$ cat config.mk
export PLATFORM = sky130hd
export DESIGN_NAME = sar_seq_top
export DESIGN_NICKNAME = d
export VERILOG_FILES = /design/src/rtl/sar_pkg.sv /design/src/rtl/sar_clkdiv.sv /design/src/rtl/sar_trig.sv /design/src/rtl/sar_engine.sv /design/src/rtl/sar_regs.sv /design/src/rtl/sar_seq_top.sv
export SDC_FILE = /design/constraint.sdc
export NUM_CORES = 1
export LEC_CHECK = 0
export ABC_AREA = 1
export BUFFER_PORTS_ARGS = -buffer_cell sky130_fd_sc_hd__buf_2
export CAP_MARGIN = 20
export CORE_ASPECT_RATIO = 0.6
export CORE_MARGIN = 2
export CORE_UTILIZATION = 54
export DETAILED_ROUTE_END_ITERATION = 8
export PLACE_DENSITY = 0.76
export SKIP_LAST_GASP = 1
export SLEW_MARGIN = 30
export SYNTH_ARGS = -nofsm -noshare
export SYNTH_HDL_FRONTEND = slang
export SYNTH_SLANG_ARGS = --single-unit
$ cat constraint.sdc
create_clock -name clk -period 3.4 [get_ports clk]
set_clock_uncertainty 0.1 [all_clocks]
set_input_delay 0.68 -clock clk [delete_from_list [all_inputs] [get_ports clk]]
set_output_delay 0.68 -clock clk [all_outputs]
set_load 0.005 [all_outputs]
$ cat src/rtl/sar_pkg.sv
package sar_pkg;
    localparam int RES_W    = 10;
    localparam int CH_N     = 8;
    localparam int CH_W     = $clog2(CH_N);
    localparam int SMP_W    = 3;
    localparam int DIV_W    = 4;
    localparam int CNT_W    = 15;
    localparam int BASE_SMP = 3;
    localparam int ADDR_W   = 4;
    localparam int DATA_W   = 16;
    localparam int BIDX_W   = $clog2(RES_W);
    localparam int TCNT_W   = $clog2(RES_W + BASE_SMP + (1 << SMP_W));

    typedef enum logic [1:0] {ST_IDLE, ST_SAMPLE, ST_BITS} eng_st_t;
    typedef enum logic [1:0] {TRG_SOFT = 2'd0, TRG_EXT = 2'd1, TRG_TMR = 2'd2, TRG_NONE = 2'd3} trg_src_t;

    typedef struct packed {
        logic [SMP_W-1:0] smp;
        logic [CH_W-1:0]  last;
        logic [CH_W-1:0]  first;
        logic             left;
        logic             cont;
        trg_src_t         src;
        logic             run;
    } ctrl_t;

    localparam int CTRL_W = $bits(ctrl_t);

    typedef struct packed {
        logic             valid;
        logic [CH_W-1:0]  ch;
        logic [RES_W-1:0] val;
    } result_t;

    function automatic logic [DATA_W-1:0] fmt_result(logic [RES_W-1:0] v, logic left);
        return left ? {v, {(DATA_W-RES_W){1'b0}}} : {{(DATA_W-RES_W){1'b0}}, v};
    endfunction
endpackage

$ cat src/rtl/sar_clkdiv.sv
module sar_clkdiv import sar_pkg::*; (
    input  logic             clk,
    input  logic             rst,
    input  logic [DIV_W-1:0] div,
    output logic             tick
);
    logic [CNT_W-1:0] cnt;
    logic [DIV_W-1:0] div_c;
    logic [CNT_W-1:0] mask;

    always_comb begin
        div_c = (32'(div) > CNT_W - 1) ? DIV_W'(CNT_W - 1) : div;
        mask  = ~({CNT_W{1'b1}} << (32'(div_c) + 1));
        tick  = (cnt & mask) == mask;
    end

    always_ff @(posedge clk) begin
        if (rst) cnt <= '0;
        else     cnt <= cnt + CNT_W'(1);
    end
endmodule

$ cat src/rtl/sar_trig.sv
module sar_trig import sar_pkg::*; (
    input  logic     clk,
    input  logic     rst,
    input  trg_src_t src,
    input  logic     soft_go,
    input  logic     ext_n,
    input  logic     tmr_pulse,
    output logic     trig
);
    logic [2:0] sync_q;
    logic       ext_fall;

    always_ff @(posedge clk) begin
        if (rst) sync_q <= 3'b111;
        else     sync_q <= {sync_q[1:0], ext_n};
    end

    assign ext_fall = sync_q[2] & ~sync_q[1];

    always_comb begin
        case (src)
            TRG_SOFT: trig = soft_go;
            TRG_EXT:  trig = ext_fall;
            TRG_TMR:  trig = tmr_pulse;
            default:  trig = 1'b0;
        endcase
    end
endmodule

$ cat src/rtl/sar_engine.sv
module sar_engine import sar_pkg::*; (
    input  logic             clk,
    input  logic             rst,
    input  logic             tick,
    input  logic             trig,
    input  ctrl_t            ctrl,
    input  logic             cmp_hi,
    output logic [RES_W-1:0] dac_code,
    output logic [CH_W-1:0]  chan,
    output logic             busy,
    output logic             scan_end,
    output result_t          done
);
    eng_st_t           st;
    logic [BIDX_W-1:0] bidx;
    logic [BIDX_W-1:0] cnt;
    logic [RES_W-1:0]  sar, trial, nxt;
    logic [TCNT_W-1:0] tcnt;   // ticks in the current conversion, for R2 check

    always_comb begin
        trial    = sar | (RES_W'(1) << bidx);
        nxt      = cmp_hi ? trial : sar;
        dac_code = (st == ST_BITS) ? trial : '0;
        busy     = (st != ST_IDLE) && ctrl.run;
        done.valid = (st == ST_BITS) && tick && (bidx == '0) && ctrl.run;
        done.ch    = chan;
        done.val   = nxt;
        scan_end   = done.valid && (chan == ctrl.last);
    end

    always_ff @(posedge clk) begin
        if (rst) begin
            st   <= ST_IDLE;
            chan <= '0;
            cnt  <= '0;
            bidx <= '0;
            sar  <= '0;
            tcnt <= '0;
        end else if (st != ST_IDLE && !ctrl.run) begin
            st <= ST_IDLE;                               // stop at once
        end else begin
            case (st)
                ST_IDLE: if (ctrl.run && trig) begin     // triggers only seen here
                    st   <= ST_SAMPLE;
                    chan <= ctrl.first;
                    cnt  <= '0;
                    tcnt <= '0;
                end
                ST_SAMPLE: if (tick) begin
                    tcnt <= tcnt + TCNT_W'(1);
                    if (cnt == BIDX_W'(ctrl.smp) + BIDX_W'(BASE_SMP - 1)) begin
                        st   <= ST_BITS;
                        bidx <= BIDX_W'(RES_W - 1);
                        sar  <= '0;
                    end else begin
                        cnt <= cnt + BIDX_W'(1);
                    end
                end
                ST_BITS: if (tick) begin                 // one decision per tick
                    tcnt <= tcnt + TCNT_W'(1);
                    sar  <= nxt;
                    bidx <= bidx - BIDX_W'(1);
                    if (bidx == '0) begin
                        cnt  <= '0;
                        tcnt <= '0;
                        if (chan == ctrl.last) begin
                            st   <= ctrl.cont ? ST_SAMPLE : ST_IDLE;
                            chan <= ctrl.cont ? ctrl.first : chan;
                        end else begin
                            st   <= ST_SAMPLE;
                            chan <= chan + CH_W'(1);
                        end
                    end
                end
                default: st <= ST_IDLE;
            endcase
        end
    end

    a_r2_conv_len: assert property (@(posedge clk) disable iff (rst)
        done.valid |-> (tcnt == TCNT_W'(ctrl.smp) + TCNT_W'(RES_W + BASE_SMP - 1)));

    a_r1_bit_step: assert property (@(posedge clk) disable iff (rst)
        (st == ST_BITS && tick && bidx != '0 && ctrl.run) |=> (bidx == $past(bidx) - BIDX_W'(1)));

    a_r1_dac_idle: assert property (@(posedge clk) disable iff (rst)
        (st != ST_BITS) |-> (dac_code == '0));
endmodule

$ cat src/rtl/sar_regs.sv
module sar_regs import sar_pkg::*; (
    input  logic              clk,
    input  logic              rst,
    input  logic              we,
    input  logic              re,
    input  logic [ADDR_W-1:0] addr,
    input  logic [DATA_W-1:0] wdata,
    output logic [DATA_W-1:0] rdata,
    input  logic              busy,
    input  logic              scan_end,
    input  result_t           done,
    output ctrl_t             ctrl_q,
    output logic [DIV_W-1:0]  div_q,
    output logic              soft_go,
    output logic              irq
);
    logic [RES_W-1:0] res [CH_N];
    logic [CH_N-1:0]  unread;
    logic             done_f, ovr_f, den, oen;
    logic             wdata_unused;

    assign wdata_unused = ^wdata[DATA_W-1:CTRL_W];

    always_ff @(posedge clk) begin
        if (rst) begin
            ctrl_q  <= '0;
            div_q   <= '0;
            soft_go <= 1'b0;
            unread  <= '0;
            done_f  <= 1'b0;
            ovr_f   <= 1'b0;
            den     <= 1'b0;
            oen     <= 1'b0;
            for (int i = 0; i < CH_N; i++) res[i] <= '0;
        end else begin
            soft_go <= 1'b0;
            if (scan_end && !ctrl_q.cont) ctrl_q.run <= 1'b0;
            if (we) begin
                case (addr)
                    ADDR_W'(0): begin
                        ctrl_q  <= ctrl_t'(wdata[CTRL_W-1:0]);
                        soft_go <= wdata[0] && (trg_src_t'(wdata[2:1]) == TRG_SOFT);
                    end
                    ADDR_W'(1): div_q <= wdata[DIV_W-1:0];
                    ADDR_W'(2): begin
                        if (wdata[0]) done_f <= 1'b0;
                        if (wdata[1]) ovr_f  <= 1'b0;
                        den <= wdata[8];
                        oen <= wdata[9];
                    end
                    default: ;
                endcase
            end
            if (re && addr[ADDR_W-1]) unread[addr[CH_W-1:0]] <= 1'b0;
            if (done.valid) begin
                res[done.ch]    <= done.val;
                unread[done.ch] <= 1'b1;
                done_f          <= 1'b1;
                if (unread[done.ch]) ovr_f <= 1'b1;
            end
        end
    end

    always_comb begin
        if (addr[ADDR_W-1]) begin
            rdata = fmt_result(res[addr[CH_W-1:0]], ctrl_q.left);
        end else begin
            case (addr)
                ADDR_W'(0): rdata = {{(DATA_W-CTRL_W-1){1'b0}}, busy, ctrl_q};
                ADDR_W'(1): rdata = DATA_W'(div_q);
                ADDR_W'(2): rdata = DATA_W'({oen, den, 6'b0, ovr_f, done_f});
                default:    rdata = '0;
            endcase
        end
    end

    assign irq = (done_f & den) | (ovr_f & oen);

    a_r8_done_set: assert property (@(posedge clk) disable iff (rst)
        done.valid |=> done_f);

    a_r9_ovr_cause: assert property (@(posedge clk) disable iff (rst)
        $rose(ovr_f) |-> $past(done.valid && unread[done.ch]));

    a_r4_oneshot_stop: assert property (@(posedge clk) disable iff (rst)
        (scan_end && !ctrl_q.cont && !(we && addr == '0)) |=> !ctrl_q.run);

    a_r10_irq_quiet: assert property (@(posedge clk) disable iff (rst)
        (!den && !oen) |-> !irq);
endmodule

$ cat src/rtl/sar_seq_top.sv
module sar_seq_top import sar_pkg::*; (
    input  logic              clk,
    input  logic              rst,
    input  logic              reg_we,
    input  logic              reg_re,
    input  logic [ADDR_W-1:0] reg_addr,
    input  logic [DATA_W-1:0] reg_wdata,
    output logic [DATA_W-1:0] reg_rdata,
    input  logic              cmp_hi,
    output logic [RES_W-1:0]  dac_code,
    output logic [CH_W-1:0]   chan_sel,
    input  logic              ext_trig_n,
    input  logic              tmr_uflow,
    output logic              irq
);
    ctrl_t            ctrl;
    logic [DIV_W-1:0] div;
    logic             tick, soft_go, trig, busy, scan_end;
    result_t          done;

    sar_clkdiv u_div (.clk(clk), .rst(rst), .div(div), .tick(tick));

    sar_trig u_trig (
        .clk(clk), .rst(rst), .src(ctrl.src), .soft_go(soft_go),
        .ext_n(ext_trig_n), .tmr_pulse(tmr_uflow), .trig(trig)
    );

    sar_engine u_eng (
        .clk(clk), .rst(rst), .tick(tick), .trig(trig), .ctrl(ctrl),
        .cmp_hi(cmp_hi), .dac_code(dac_code), .chan(chan_sel),
        .busy(busy), .scan_end(scan_end), .done(done)
    );

    sar_regs u_regs (
        .clk(clk), .rst(rst), .we(reg_we), .re(reg_re), .addr(reg_addr),
        .wdata(reg_wdata), .rdata(reg_rdata), .busy(busy),
        .scan_end(scan_end), .done(done), .ctrl_q(ctrl), .div_q(div),
        .soft_go(soft_go), .irq(irq)
    );
endmodule

==> results_dict.tcl <==
set metrics [dict create \
    drcViolationCount 0 \
    synth_edf_count 80 \
    async_reset_ff_share_pct 0 \
    gp_congestion 0.902 \
    cp_slowest_cell "o2111ai_1" \
    syn_nets 940 \
    tritoncts "done" \
    ys_warn_count 0 \
    grt_overflow 0 \
    clkSinkCount 152 \
    period_minus_slack_ns 3.36 \
    synth.cell_area_mm2 0.00747 \
    drive_above_1_share_pct 15.2 \
    top_usage_layer "met1" \
    fin_ws_ns 0.0430 \
    ios 57 \
    place_hpwl_um 14600 \
    core_mm2 0.0136 \
    post-route-period-util_pct 98.7 \
    dp_worst_setup_slack_ns -0.00281 \
    grt_pass1_wl_um 31900 \
    status "complete, no violations" \
    peakVddDrop_mv 0.640 \
    stdcell_area_mm2 0.00855 \
    cp.required_ns 2.62 \
    synth_commonest_cells "nand2_1, nor2_1, inv_1" \
    port_buffers 54 \
    ys_types 44 \
    hp-class "flip-flop to flip-flop" \
    crit_family "compound AO/OA/AOI/OAI gates" \
    crit_path_start_kind "primary input" \
    antenna_found_initial 0 \
    num_vias 6678 \
    max_cap_violations 0 \
    track_usage_pct 28.8 \
    syn-mean-instance-area_um2 8.29 \
    cts.clk_slew.worst_paths_ns 0.07 \
    fp-row-count 33 \
    netlist_instances 901 \
    use_met3_pct 9.27 \
    p_leak_nw 3.37 \
    cp-startpoint "reg_addr[0]" \
    die_area_mm2 0.0148 \
    nNetsFinal 1002 \
    ys_ff_latch 152 \
    area_growth_pct 14.4 \
    start_util_pct 55.0 \
    yosysMostFrequentCell "nand2_1" \
    place_inst 1119 \
    worstSetupEndpointType "output port" \
    h-tree-depth 4 \
    ys_seq_area_share_pct 51.5 \
    synth_top_cell_area_share_pct 32.2 \
    die_width_um 156 \
    root_buffer "clkbuf_16" \
    cp_max_fo 12 \
    cts_buffers 17 \
    viasPerCell 5.80 \
    path_buf_inv 5 \
    fin_cells 1152 \
    critical_path_class "primary input to output port" \
    path_cells "buf_2 -> inv_1 -> buf_4 -> nor2_1 -> buf_4 -> a22o_1 -> a21oi_1 -> o2111ai_1 -> nand2_1 -> o21ai_0 -> buf_2" \
    met2_usage_pct 39.1 \
    ys_top_cells_by_area "edfxtp_1, dfxtp_1, nand2_1" \
    finalPower_mw 4.58 \
    grt_max_degree 46 \
    setup_viol 0 \
    grtUsageMet1_pct 43.9 \
    ant_nets 0 \
    placed_area_mm2 0.00794 \
    cp_data_arrival_time_ns 2.58 \
    power.density_mw_per_mm2 536 \
    grt_pass1_vias 5830 \
    slowest_delay_ns 0.31 \
    first_iter_violations 714 \
    synth_top_cell_by_area "edfxtp_1" \
    clock_path_buffers 2 \
    relSlewSlack_pct 50.0 \
    ys.flop_type "edfxtp_1" \
    firstDrtPassIters 5 \
    fp.dieH_um 95.1 \
    clk_latency_ns 0.43 \
    final_hold_viol_count 0 \
    r2r-start "u_regs.div_q[2]" \
    hold_path_startpoint "u_trig.sync_q[0]" \
    drt_wl_total_um 20800 \
    tightest_slew_ns 0.750 \
    fmax_ghz 0.298 \
    post_drt_wl_per_cell_um 18.0 \
    slew_viol_final 0 \
]
sequential cells by signal, indices dropped and copies added (netlist names), 2 cells and up:
register and count:
u_eng.sar 10, u_regs.res 80, u_eng.bidx 4, u_regs.unread 8
u_eng.chan 3, u_regs.div_q 4, u_eng.st 2, u_eng.cnt 4
u_div.cnt 15, u_regs.ctrl_q 14, u_trig.sync_q 3
per-stage QoR:
step,hold slack (ns),utilization (%),TNS [ns]
2_1_floorplan,0.289,-,0
3_3_place_gp,0.296,58.5,0
3_5_place_dp,0.296,58.5,-0.0250
4_1_cts,0.317,62.7,0
5_1_grt,0.322,62.9,-0.0201
6_report,0.317,62.9,0
routing by layer:
layer / wire [um] / vias up / part of all wire, %
met5: 0 / - / 0
met4: 267 / 0 / 1.3
met3: 2560 / 24 / 12
met2: 8360 / 355 / 40
met1: 9580 / 3148 / 46
li1: - / 3151 / -
cell families after synthesis:
logic type / after synthesis / share of synthesized area [%]
AO/OA/AOI/OAI: 177 / 13.3
buffers and inverters: 139 / 8.04
AND/OR/NAND/NOR: 411 / 24.0
flip-flops: 152 / 51.5
adder cells (fa/ha/maj): 12 / 2.01
XOR/XNOR: 10 / 1.17
cell usage in the layout, fill, tap and decap left out, drive strengths merged, types with 7 or more instances in the layout:
master	instances
buf	82
a22oi	10
clkinv	11
clkbuf	18
a21oi	72
edfxtp	80
nor2	150
nand3	51
inv	103
nor3	7
nand4	17
ha	12
o21ai	67
nand2	177
dfxtp	72
final cells by class:
type	count	area (um2)
fillers	1109	5040
inverters	100	375
clock inverters	14	115
repair buffers	82	488
flip-flops and latches	152	3840
multi-input cells	610	3060
diodes	1	2.50
clock buffers	18	439
well taps	175	219
power by group:
group | leakage (nW) | internal, mW | switching [mW]
sequential | 1.41 | 2.00 | 0.0520
clock | 0.278 | 0.972 | 0.818
combinational | 1.68 | 0.209 | 0.530
total | 3.37 | 3.18 | 1.40
worst paths after layout:
path	to	slack, ns	cells after the start
worst max-delay path	reg_rdata[5]	0.04	11
worst min register to register	u_trig.sync_q[1]	0.32	1
worst max register to register	u_regs.res[1][2]	0.21	18
worst min-delay path	u_trig.sync_q[1]	0.32	1
what timing repair did:
| action | CTS | global route |
|---|---|---|
| setup endpoints to repair | 50 | 113 |
| resized for setup | 5 | 6 |
| hold buffers | 0 | 0 |
| pin swaps | 0 | 1 |
| buffers inserted | 0 | 0 |
Note: power is estimated with default switching activity, not from simulation.
